## src/rtl/psw_pkg.sv

```systemverilog
package psw_pkg;
    localparam int NUM_SW = 2;
    localparam int SW_CHG = 0;
    localparam int SW_DSG = 1;

    typedef logic [NUM_SW-1:0] sw_vec_t;

    typedef struct packed {
        logic    auto_en;
        sw_vec_t sw_en;
    } arb_state_t;
endpackage

```

## src/rtl/psw_fault_route.sv

```systemverilog
module psw_fault_route
    import psw_pkg::*;
#(
    parameter int NUM_FAULTS = 16
) (
    input  logic [NUM_FAULTS-1:0]             fault_i,
    input  logic [NUM_SW-1:0][NUM_FAULTS-1:0] mask_i,
    output sw_vec_t                           trip_o
);
    timeunit 1ns; timeprecision 1ps;

    // One OR reduction per switch over the faults routed to it
    for (genvar s = 0; s < NUM_SW; s++) begin : g_sw
        assign trip_o[s] = |(fault_i & mask_i[s]);
    end
endmodule

```

## src/rtl/psw_host_gate.sv

```systemverilog
module psw_host_gate
    import psw_pkg::*;
(
    input  sw_vec_t off_req_i,
    input  sw_vec_t on_req_i,
    input  logic    off_allow_i,
    input  logic    on_allow_i,
    output sw_vec_t force_off_o,
    output sw_vec_t force_on_o
);
    timeunit 1ns; timeprecision 1ps;

    // Permission gating; a permitted force-off masks any force-on
    for (genvar s = 0; s < NUM_SW; s++) begin : g_sw
        assign force_off_o[s] = off_req_i[s] & off_allow_i;
        assign force_on_o[s]  = on_req_i[s] & on_allow_i & ~force_off_o[s];
    end
endmodule

```

## src/rtl/prot_switch_arbiter.sv

```systemverilog
module prot_switch_arbiter
    import psw_pkg::*;
#(
    parameter int   NUM_FAULTS  = 16,
    parameter logic AUTO_EN_RST = 1'b1
) (
    input  logic                  clk,
    input  logic                  rst_n,
    input  logic [NUM_FAULTS-1:0] fault_i,
    input  logic [NUM_FAULTS-1:0] chg_mask_i,
    input  logic [NUM_FAULTS-1:0] dsg_mask_i,
    input  logic                  auto_cfg_i,
    input  logic                  auto_load_i,
    input  logic                  auto_toggle_i,
    input  logic                  host_off_chg_i,
    input  logic                  host_off_dsg_i,
    input  logic                  host_on_chg_i,
    input  logic                  host_on_dsg_i,
    input  logic                  host_off_allow_i,
    input  logic                  host_on_allow_i,
    output logic                  chg_en_o,
    output logic                  dsg_en_o,
    output logic                  auto_en_o
);
    timeunit 1ns; timeprecision 1ps;

    localparam arb_state_t STATE_RST = '{auto_en: AUTO_EN_RST, sw_en: '0};

    logic [NUM_SW-1:0][NUM_FAULTS-1:0] mask_w;
    sw_vec_t    trip_w;
    sw_vec_t    off_req_w, on_req_w;
    sw_vec_t    force_off_w, force_on_w;
    arb_state_t st_d, st_q;

    always_comb begin
        mask_w         = '0;
        mask_w[SW_CHG] = chg_mask_i;
        mask_w[SW_DSG] = dsg_mask_i;
        off_req_w         = '0;
        off_req_w[SW_CHG] = host_off_chg_i;
        off_req_w[SW_DSG] = host_off_dsg_i;
        on_req_w          = '0;
        on_req_w[SW_CHG]  = host_on_chg_i;
        on_req_w[SW_DSG]  = host_on_dsg_i;
    end

    psw_fault_route #(.NUM_FAULTS(NUM_FAULTS)) u_route (
        .fault_i (fault_i),
        .mask_i  (mask_w),
        .trip_o  (trip_w)
    );

    psw_host_gate u_gate (
        .off_req_i   (off_req_w),
        .on_req_i    (on_req_w),
        .off_allow_i (host_off_allow_i),
        .on_allow_i  (host_on_allow_i),
        .force_off_o (force_off_w),
        .force_on_o  (force_on_w)
    );

    // Next-state: flag update, then per-switch arbitration
    always_comb begin
        st_d = st_q;
        if (auto_load_i) begin
            st_d.auto_en = auto_cfg_i;
        end else if (auto_toggle_i) begin
            st_d.auto_en = ~st_q.auto_en;
        end
        for (int s = 0; s < NUM_SW; s++) begin
            st_d.sw_en[s] = ~force_off_w[s]
                          & (force_on_w[s] | (st_q.auto_en & ~trip_w[s]));
        end
    end

    always_ff @(posedge clk or negedge rst_n) begin
        if (!rst_n) begin
            st_q <= STATE_RST;
        end else begin
            st_q <= st_d;
        end
    end

    assign chg_en_o  = st_q.sw_en[SW_CHG];
    assign dsg_en_o  = st_q.sw_en[SW_DSG];
    assign auto_en_o = st_q.auto_en;
endmodule

```

## config.mk

```make
export PLATFORM = sky130hd
export DESIGN_NAME = prot_switch_arbiter
export DESIGN_NICKNAME = d
export VERILOG_FILES = /design/src/rtl/psw_pkg.sv /design/src/rtl/psw_fault_route.sv /design/src/rtl/psw_host_gate.sv /design/src/rtl/prot_switch_arbiter.sv
export SDC_FILE = /design/constraint.sdc
export NUM_CORES = 1
export LEC_CHECK = 0
export CORE_ASPECT_RATIO = 0.7
export CORE_UTILIZATION = 17
export CTS_CLUSTER_DIAMETER = 120
export DETAILED_ROUTE_END_ITERATION = 8
export PLACE_DENSITY = 0.85
export SKIP_LAST_GASP = 1
export SYNTH_ARGS = -nofsm -noshare
export SYNTH_HDL_FRONTEND = slang
export SYNTH_HIERARCHICAL = 1
export SYNTH_SLANG_ARGS = --single-unit
```

## constraint.sdc

```tcl
create_clock -name clk -period 0.8 [get_ports clk]
set_clock_uncertainty 0.1 [all_clocks]
set_input_delay 0.16 -clock clk [delete_from_list [all_inputs] [get_ports clk]]
set_output_delay 0.16 -clock clk [all_outputs]
set_load 0.005 [all_outputs]
```

### Yosys cells after proc, flatten, opt, wreduce, memory -nomap -nowiden

Index checks and enable logic that the tools add are counted.
Widths: inputs -> output; s select.

| operators by class | value |
|---|---|
| muxes and demuxes | 2 |
| add/subtract/negate cells | 0 |
| div/mod/pow operators | 0 |
| equality and inequality tests | 0 |
| $lt $le $gt $ge | 0 |
| shift operators | 0 |
| multipliers | 0 |
| bitwise operators | 19 |
| reduce and logical (&&, ||, !) cells | 3 |

Operator list:

| operator | count |
|---|---|
| $and 16x16->16 | 2 |
| $reduce_or 16->1 | 2 |
| $and 1x1->1 | 10 |
| $not 1->1 | 5 |
| $mux 1 | 2 |
| $or 1x1->1 | 2 |
| $reduce_bool 2->1 | 1 |

| storage, ports and cells | value |
|---|---|
| bits in read-only memories | 0 |
| output and inout port bits | 3 |
| bits of input ports | 59 |
| register bits after elaboration | 3 |
| memories | 0 |
| logic and storage cells | 26 |
| latch bits | 0 |
| bits in writable memories | 0 |

### Longest topological paths before layout

| depth | value |
|---|---|
| depth in word-level cells | 6 |
| gate-level depth with buffers | 5 |
| mapped depth without buffers | 5 |

### Cells and area by module

Netlist, hierarchy kept.

Modules (own cells, without submodules):

| module | area each (um^2) | cells an instance | instances | seq. area each (um^2) |
|---|---|---|---|---|
| psw_fault_route | 165.2 | 18 | 1 | 0.0 |
| prot_switch_arbiter | 123.9 | 12 | 1 | 76.3 |
| psw_host_gate | 37.5 | 6 | 1 | 0.0 |

### Worst setup path after synthesis

No wires, ideal clock.

| timing path | value |
|---|---|
| kind | input to register |
| start | in fault_i[8] |
| end | reg st_q, in the netlist chg_en_o |
| stages on the path | 5 |
| buffers on the path | 0 |
| required time | 0.623 ns |
| arrival | 0.922 ns |
| setup slack | -0.299 ns |
| setup time | 0.077 ns |
| cell sequence | a22o_1 -> a221oi_1 -> nand4_1 -> nand2b_1 -> a21oi_1 |

RTL lines:

| element | RTL line | text |
|---|---|---|
| from (decl) | prot_switch_arbiter.sv:9 | `input logic [NUM_FAULTS-1:0] fault_i,` |
| to (signal assigned) | prot_switch_arbiter.sv:80 | `st_q <= st_d;` |
| to (decl) | prot_switch_arbiter.sv:33 | `arb_state_t st_d, st_q;` |

### Worst setup path after layout

| timing path | value |
|---|---|
| start | reg st_q, in the netlist auto_en_o |
| end | out auto_en_o |

RTL lines:

| element | RTL line | text |
|---|---|---|
| to (decl) | prot_switch_arbiter.sv:23 | `output logic auto_en_o` |

No word-level cell between the ends.

==> results_dict.tcl <==
set metrics [dict create \
    cp_slowest_stage_delay_ps 530 \
    place_area_sq_um 1020 \
    clock_sinks 3 \
    critPathRequiredTime_ps 540 \
    postRouteAntennaNets 0 \
    use_met1_pct 19.6 \
    path_delay_family "flip-flops" \
    path_cells "buf_6" \
    hold_class "input pin to asynchronous set/reset pin" \
    cts-root-buf "clkbuf_4" \
    syn_inst 36 \
    start_util_pct 19.2 \
    pre_cts_slack_ps -829 \
    total_power_mw 0.840 \
    place_congestion 0.692 \
    insertion_delay_ps 230 \
    crit_type "flip-flop to output port" \
    violations "negative setup slack" \
    num_rows 12 \
    dp.cells 120 \
    overflow 0 \
    yosys.area.top_type_share_pct 21.5 \
    power_frac_clock_pct 30.6 \
    clock.fmax_ghz 0.907 \
    synth_edf_count 0 \
    power_density_nw_per_um2 876 \
    synth_top_cell_by_area "a22o_1" \
    pwr-share-comb_pct 48.7 \
    stdcell_count 125 \
    drt-pass1-iter-count 4 \
    hold_buffers 0 \
    routed_via_density 4.61 \
    io_pins 62 \
    seq_area_frac_synth_pct 23.4 \
    hpwl_mm 1.40 \
    drt_iter0_markers 3 \
    post-synth-top-count-cell "a22o_1" \
    grt_use_met2_pct 32.6 \
    switchingPower_mw 0.211 \
    slew_violations 0 \
    path_buf_inv 1 \
    swShare_pct 25.1 \
    grt_max_degree 4 \
    start_kind "flip-flop" \
    synth-seq-cells 3 \
    path_max_fanout 2 \
    synth.avg_cell_area_sq_um 9.07 \
    drive_above_1_share_pct 48.1 \
    grt_pass1_wl_mm 2.53 \
    grt_pass1_vias 618 \
    finalNetCount 164 \
    arrival_ps 840 \
    cap_violations 0 \
    htree_levels 1 \
    route.detailed.drc 0 \
    r2r_setup_slack_ps -220 \
    portBuffers 61 \
    ir_worst_vdd_v 0.000430 \
    leakage_nw 0.458 \
    p_int_mw 0.629 \
    syn2layout_area_growth_pct 193 \
    synth.area.top_cells "a22o_1 21%, a221oi_1 16%, dfrtp_1 15%, a221oi_2 9.2%, dfstp_2 8.0%" \
    max_slew_margin_pct 84.2 \
    worstReg2RegStart "auto_en_o" \
    setup_viol 6 \
    dieArea_sq_um 2100 \
    synth_nets 95 \
    cts_buffers 3 \
    grt_busiest_layer "met2" \
    wl_per_cell_um 12.5 \
    endpoint_kind "output port" \
    die_height_um 38.7 \
    core_area_sq_um 1700 \
    status "complete, but fails checks" \
    setup_ws_ps -302 \
    synth-async-reset-ratio_pct 100 \
    clk_pin_slew_ps 40 \
    clockBufferDepth 2 \
    crit_start "auto_en_o" \
    die_w_um 54.4 \
    worst_slew_pin_slew_ps 238 \
    synth_area_sq_um 327 \
    ys.flop_type "dfrtp_1" \
    antenna_found_initial 0 \
    yosys-top-cells-count "8 x a22o_1, 6 x a221oi_1, 3 x nand2_1" \
    grtUsageTotal_pct 16.8 \
    final_area_sq_um 958 \
    ys_warn_count 6 \
    wirelength_mm 1.56 \
    via_count 576 \
    min_period_ps 1100 \
    rsz0062_at_grt "yes" \
    slowest_stage "dfstp_2" \
    finalCritPeriodShare_pct 138 \
    n_antenna_cell 0 \
    use_met3_pct 1.57 \
    synth_cell_types 14 \
    hold_viol 0 \
    tritoncts "yes" \
    p_seq_share_pct 20.7 \
]
==> placed cells by master, fill, tap and decap left out, drive strengths merged <==
cell and instances:
a22o 8, and2 2, a221oi 8, a21oi 2
clkdlybuf4s15 7, dlygate4sd2 16, buf 31, clkdlybuf4s50 10
dfstp 1, nand4 2, o21ai 1, nor2 2
nand2 3, dfrtp 2, inv 2, xnor2 1
nand2b 2, clkbuf 4
==> final timing paths <==
check	depth (start not counted)	to
worst min register to register	3	chg_en_o
max in group asynchronous	1	auto_en_o
worst max-delay path	1	auto_en_o
worst min-delay path	1	dsg_en_o
worst max register to register	3	auto_en_o
min in group clk	5	dsg_en_o
==> kinds of logic after synthesis <==
group           share of synthesized area [%]
buf+inv                                  2.30
xor+xnor                                 2.68
simple gates                             20.3
flops                                    23.4
compound gates                           51.3
==> power by group through the flow <==
stage | clock, mW | combinational, mW | sequential [mW]
floorplan | 0 | 0.105 | 0.180
global placement | 0 | 0.471 | 0.175
detailed placement | 0 | 0.479 | 0.175
CTS | 0.266 | 0.402 | 0.172
global route | 0.282 | 0.444 | 0.176
finish | 0.257 | 0.409 | 0.174
==> state kept, by name, summed over array words and instances (netlist names) <==
name	flops
dsg_en_o	1
chg_en_o	1
auto_en_o	1
==> metrics by stage <==
step           utilization, %  hold slack, ps  TNS, ps
2_1_floorplan               -            -236     -588
3_3_place_gp             59.9             250    -2750
3_5_place_dp             59.9             248    -2840
4_1_cts                  55.9            6.09    -1310
5_1_grt                  56.5            6.89    -1490
6_report                 56.5            9.67    -1250
==> timing repair <==
action                     CTS  global route
setup endpoints to repair    6             6
hold endpoints to repair     0             0
setup buffers                1             0
gates resized for setup    136             2
pin swaps                   20             4
==> layout make-up <==
type                    instances  area [sq um]
clock buffers                   4          26.3
repair buffers                 64           527
multi-input cells              31           295
well taps                      21          26.3
fillers                       186           738
inverters                       2          7.51
flip-flops and latches          3          76.3
==> metal layers <==
metal / share of wire (%) / up-vias
li1: - / 290
met1: 40 / 257
met2: 52 / 29
met3: 8.3 / 0
met4: 0 / 0
met5: 0 / -
Note: power is estimated with default switching activity, not from simulation.
